--- config.mk ---
export PLATFORM = sky130hd
export DESIGN_NAME = cond_trap_eval
export DESIGN_NICKNAME = d
export VERILOG_FILES = /design/src/rtl/cond_trap_pkg.sv /design/src/rtl/cond_trap_range.sv /design/src/rtl/cond_trap_select.sv /design/src/rtl/cond_trap_stage.sv /design/src/rtl/cond_trap_eval.sv
export SDC_FILE = /design/constraint.sdc
export NUM_CORES = 1
export LEC_CHECK = 0
export ABC_AREA = 1
export ABC_CLOCK_PERIOD_IN_PS = 1500
export BUFFER_PORTS_ARGS = -buffer_cell sky130_fd_sc_hd__buf_4
export CAP_MARGIN = 20
export CELL_PAD_IN_SITES_DETAIL_PLACEMENT = 2
export CELL_PAD_IN_SITES_GLOBAL_PLACEMENT = 2
export CORE_MARGIN = 1
export CORE_UTILIZATION = 19
export DETAILED_ROUTE_END_ITERATION = 8
export PLACE_DENSITY = 0.73
export SLEW_MARGIN = 30
export SYNTH_ARGS = -nofsm -noshare
export SYNTH_HDL_FRONTEND = slang
export SYNTH_HIERARCHICAL = 1
export SYNTH_SLANG_ARGS = --single-unit
--- constraint.sdc ---
create_clock -name clk -period 1.5 [get_ports clk]
set_clock_uncertainty 0.2 [all_clocks]
set_input_delay 0.075 -clock clk [delete_from_list [all_inputs] [get_ports clk]]
set_output_delay 0.075 -clock clk [all_outputs]
set_load 0.05 [all_outputs]
--- src/rtl/cond_trap_pkg.sv ---
package cond_trap_pkg;

    localparam int DATA_W = 16;
    localparam int TYPE_W = 8;

    typedef enum logic [1:0] {
        OP_RANGE = 2'd0,
        OP_OVCHK = 2'd1,
        OP_SWINT = 2'd2,
        OP_BRKPT = 2'd3
    } trap_op_e;

    localparam logic [TYPE_W-1:0] TYPE_RANGE = 8'd5;
    localparam logic [TYPE_W-1:0] TYPE_OVF   = 8'd4;
    localparam logic [TYPE_W-1:0] TYPE_BRK   = 8'd3;

    typedef struct packed {
        logic              fire;
        logic [TYPE_W-1:0] vec;
    } trap_req_t;

    function automatic trap_req_t make_req(input logic fire, input logic [TYPE_W-1:0] vec);
        trap_req_t r;
        r.fire = fire;
        r.vec  = fire ? vec : '0;
        return r;
    endfunction

endpackage

--- src/rtl/cond_trap_range.sv ---
module cond_trap_range #(
    parameter int  W          = 16,
    parameter bit  SIGNED_CMP = 1'b1
) (
    input  logic [W-1:0] value,
    input  logic [W-1:0] lower,
    input  logic [W-1:0] upper,
    output logic         below,
    output logic         above
);
    generate
        if (SIGNED_CMP) begin : g_signed
            always_comb begin
                below = $signed(value) < $signed(lower);
                above = $signed(value) > $signed(upper);
            end
        end else begin : g_unsigned
            always_comb begin
                below = value < lower;
                above = value > upper;
            end
        end
    endgenerate
endmodule

--- src/rtl/cond_trap_select.sv ---
module cond_trap_select
    import cond_trap_pkg::*;
(
    input  logic              valid,
    input  trap_op_e          op,
    input  logic              below,
    input  logic              above,
    input  logic              ovf,
    input  logic [TYPE_W-1:0] swt,
    output trap_req_t         req
);
    always_comb begin
        req = make_req(1'b0, '0);
        if (valid) begin
            unique case (op)
                OP_RANGE: req = make_req(below | above, TYPE_RANGE);
                OP_OVCHK: req = make_req(ovf, TYPE_OVF);
                OP_SWINT: req = make_req(1'b1, swt);
                OP_BRKPT: req = make_req(1'b1, TYPE_BRK);
                default:  req = make_req(1'b0, '0);
            endcase
        end
    end
endmodule

--- src/rtl/cond_trap_stage.sv ---
module cond_trap_stage
    import cond_trap_pkg::*;
(
    input  logic      clk,
    input  logic      rst,
    input  trap_req_t d,
    output trap_req_t q
);
    always_ff @(posedge clk) begin
        if (rst) q <= '0;
        else     q <= d;
    end
endmodule

--- src/rtl/cond_trap_eval.sv ---
module cond_trap_eval
    import cond_trap_pkg::*;
(
    input  logic              clk,
    input  logic              rst,
    input  logic              eval_valid,
    input  logic [1:0]        eval_op,
    input  logic [DATA_W-1:0] reg_val,
    input  logic [DATA_W-1:0] lo_word,
    input  logic [DATA_W-1:0] hi_word,
    input  logic              ovf_flag,
    input  logic [TYPE_W-1:0] sw_type,
    output logic              trap_valid,
    output logic [TYPE_W-1:0] trap_type
);
    trap_op_e  op_e;
    logic      lt_lo, gt_hi;
    trap_req_t nxt, cur;

    assign op_e = trap_op_e'(eval_op);

    cond_trap_range #(.W(DATA_W), .SIGNED_CMP(1'b1)) u_range (
        .value(reg_val), .lower(lo_word), .upper(hi_word),
        .below(lt_lo), .above(gt_hi)
    );

    cond_trap_select u_sel (
        .valid(eval_valid), .op(op_e), .below(lt_lo), .above(gt_hi),
        .ovf(ovf_flag), .swt(sw_type), .req(nxt)
    );

    cond_trap_stage u_stage (.clk(clk), .rst(rst), .d(nxt), .q(cur));

    assign trap_valid = cur.fire;
    assign trap_type  = cur.vec;


    a_r1_reset_quiet: assert property (@(posedge clk)
        $past(rst) |-> (!trap_valid && trap_type == '0));

    a_r4_inside_silent: assert property (@(posedge clk) disable iff (rst)
        (eval_valid && op_e == OP_RANGE &&
         $signed(reg_val) >= $signed(lo_word) && $signed(reg_val) <= $signed(hi_word))
        |=> !trap_valid);

    a_r6_overflow_trap: assert property (@(posedge clk) disable iff (rst)
        (eval_valid && op_e == OP_OVCHK && ovf_flag) |=> (trap_valid && trap_type == 8'd4));

    a_r7_no_overflow: assert property (@(posedge clk) disable iff (rst)
        (eval_valid && op_e == OP_OVCHK && !ovf_flag) |=> !trap_valid);

    a_r8_breakpoint: assert property (@(posedge clk) disable iff (rst)
        (eval_valid && op_e == OP_BRKPT) |=> (trap_valid && trap_type == 8'd3));

    a_r9_swint_type: assert property (@(posedge clk) disable iff (rst)
        (eval_valid && op_e == OP_SWINT) |=> (trap_valid && trap_type == $past(sw_type)));

    a_r11_idle_silent: assert property (@(posedge clk) disable iff (rst)
        !eval_valid |=> !trap_valid);

    a_r11_type_zero: assert property (@(posedge clk) disable iff (rst)
        !trap_valid |-> trap_type == '0);
endmodule

==> reports/results.ini <==
[synth]
syn_area_um2 = 1237
synth.yosys.seq_area_share_pct = 14.56
synth_seq_cells = 9
syn-num-nets = 295
avgSynthCellArea_um2 = 6.126
synthCells = 202
yosysWarnings = 6
ys_types = 16

[sta]
worst_pin_slew_ns = 0.2525
setup_viol = 3
fmax_mhz = 637.2
fin_crit_ns = 1.569
rsz0062_at_grt = true
slew_viol_final = 0
hold-worst-slack_ns = -0.1230
max-slew-margin-rel_pct = 82.99
report.final.hold_viol_count = 3
timing.final.crit_share_pct = 104.6
worst_slack_ns = -0.06933

[cts]
cts_buffers = 3
cts_tree = done
hold_buffers = 6
clk_pin_slew_worst_paths_ns = 0.04
clock-sinks = 9
root_buffer = clkbuf_8
cts_max_level = 1
ctsLongestPathBuffers = 2

[critical_path]
arrival_ns = 1.49
startpoint_type = primary input
path_max_fanout = 3
max_stage_delay_ns = 0.22
critPathMostFrequentCell = nand2_1
critPathKind = primary input to flop
slowest_stage = ha_4
cp-end-kind = flop
cp-startpoint = lo_word[13]
cp-endpoint = u_stage/q[0]
path_cells = buf_8 -> inv_12 -> ha_4 -> a21o_1 -> a21o_1 -> a21oi_2 -> nand2_1 -> nand2_1 -> nand2_1 -> nor2_1 -> nand2_1 -> nand2_2 -> nor2_2 -> inv_1 -> nor2_1
required_ns = 1.42

[floorplanning]
fp.dieW_um = 82.70
ioPinCount = 71
die_h_um = 82.70
start_util_pct = 19.60
dieArea_um2 = 6839
coreArea_um2 = 6314
rows = 29

[routing]
drc = 2
drt_iter0_drc = 11
met3WireLength_um = 116
detail-route-antenna-nets = 0
dr.pass1.iters = 5
top_layer_used = met3
wl_per_cell_um = 13.41
wl_met2_um = 2908
vias = 1544
routed_via_density = 4.242
drt-total-wl_um = 4883
wl_met1_um = 1858

[layout]
drive_above_1_share_pct = 57.14
largest_register_ffs = 9
synthToLayoutAreaGrowth_pct = 111.5
utilization_pct = 41.46
layout.nets = 381
nFillCells = 726
diodes = 0
top_regs = u_stage/q: 9 flops
final_cells = 364
largest-register = u_stage/q

[placement]
place_ws_ns = -0.3946
port_buffers = 70
dp_cells = 352
gp_congestion = 0.6965
hpwl_um = 3507

[global_route]
grt_antenna_before_repair = 0
grt_max_degree = 10
overflow = 0
grt_pass1_wl_um = 7348
grt_pass1_vias = 1652
grt_use_total_pct = 14.09

[worst_hold_path]
hold_path.class = primary input to flop
hold_depth = 2

[run]
cap_violations = 0

[power_and_ir_drop]
power_leakage_nw = 1.306
vdd_drop_max_uv = 309.4
power_density_nw_per_um2 = 474.1
power_mw = 1.241

[run_status]
outcome = complete, but fails checks
failed_checks = DRC, hold timing, setup timing

[worst max-delay path, delay by kind of cell]
family                     cells  cell delay (ns)
AOI/OAI and AO/OA              3             0.47
adders and majority gates      1             0.22
buffers and inverters          3             0.17
and+or+nand+nor                8             0.56
[synth_stat cells]
| cell | count | area (um2) |
|---|---|---|
| a21o_1 | 3 | 22.52 |
| a21oi_1 | 11 | 55.05 |
| a21oi_2 | 1 | 8.760 |
| buf_6 | 1 | 11.26 |
| dfxtp_1 | 9 | 180.2 |
| ha_1 | 31 | 387.9 |
| inv_1 | 51 | 191.4 |
| inv_2 | 2 | 7.510 |
| nand2_1 | 47 | 176.4 |
| nand2_2 | 1 | 6.260 |
| nand3_1 | 5 | 25.02 |
| nand4_1 | 1 | 6.260 |
| nor2_1 | 33 | 123.9 |
| nor3_1 | 2 | 10.01 |
| nor3_2 | 1 | 10.01 |
| o21ai_0 | 3 | 15.01 |
[worst min-delay path by stage]
stage,slack [ns],from,end
after floorplan,0.06,rst,u_stage/q[0]
after global placement,0.11,rst,u_stage/q[0]
after detailed placement,0.12,rst,u_stage/q[0]
after CTS,-0.12,rst,u_stage/q[8]
after global routing,-0.11,rst,u_stage/q[2]
final,-0.12,rst,u_stage/q[8]
[where the power goes]
part / switching (mW) / leakage (nW) / internal, mW
Combinational: 0.341 / 1.21 / 0.369
Clock: 0.0955 / 0.0228 / 0.185
Sequential: 0.00233 / 0.0734 / 0.248
Total: 0.439 / 1.31 / 0.802
[metal layers]
metal | vias up | track usage, %
li1 | 786 | -
met1 | 726 | 15.23
met2 | 32 | 29.75
met3 | 0 | 0.6593
met4 | 0 | 2.069
met5 | - | 0
[cell type report]
cell class                 count  area (um2)  share of cell area [%]
inverter                      53       236.5                   9.034
clock buffer                   4       45.04                   1.721
multi-input combinational    139        1335                   51.00
tap                           77       96.34                   3.681
timing repair buffer          82       724.4                   27.68
sequential                     9       180.2                   6.883
[cells in the final DEF (no fill, tap or decap), types with 3 or more instances in the layout]
master / count
buf_6: 17
nor2_2: 4
a21oi_4: 3
buf_8: 4
inv_4: 7
buf_4: 55
nor2_1: 28
ha_4: 26
nand2_4: 4
dfxtp_1: 9
dlygate4sd3_1: 6
nand3_1: 3
nand2_2: 10
inv_1: 31
a21o_1: 3
ha_1: 4
a21oi_2: 7
inv_2: 13
nand2_1: 34
clkbuf_8: 3
[what timing repair did]
item                       4_1_cts  5_1_grt
buffers inserted                 2        0
setup endpoints to repair        3        3
gates cloned                     0        0
pin swaps                       32       34
hold endpoints to repair         9        3
resized for setup               60       53
[stage by stage]
step	TNS, ns	instance area, um2
2_1_floorplan	-0.04427	1315
3_3_place_gp	-1.062	1956
3_5_place_dp	-1.170	1956
4_1_cts	-0.09762	2422
5_1_grt	-0.5233	2618
6_report	-0.1877	2618
[logic make-up after synthesis]
| kind of cell | after synthesis | synth area share [%] |
|---|---|---|
| flops | 9 | 14.56 |
| buf+inv | 54 | 16.99 |
| compound gates | 18 | 8.190 |
| simple gates | 90 | 28.92 |
| fa+ha+maj | 31 | 31.34 |
(Power assumes the default switching activity.)
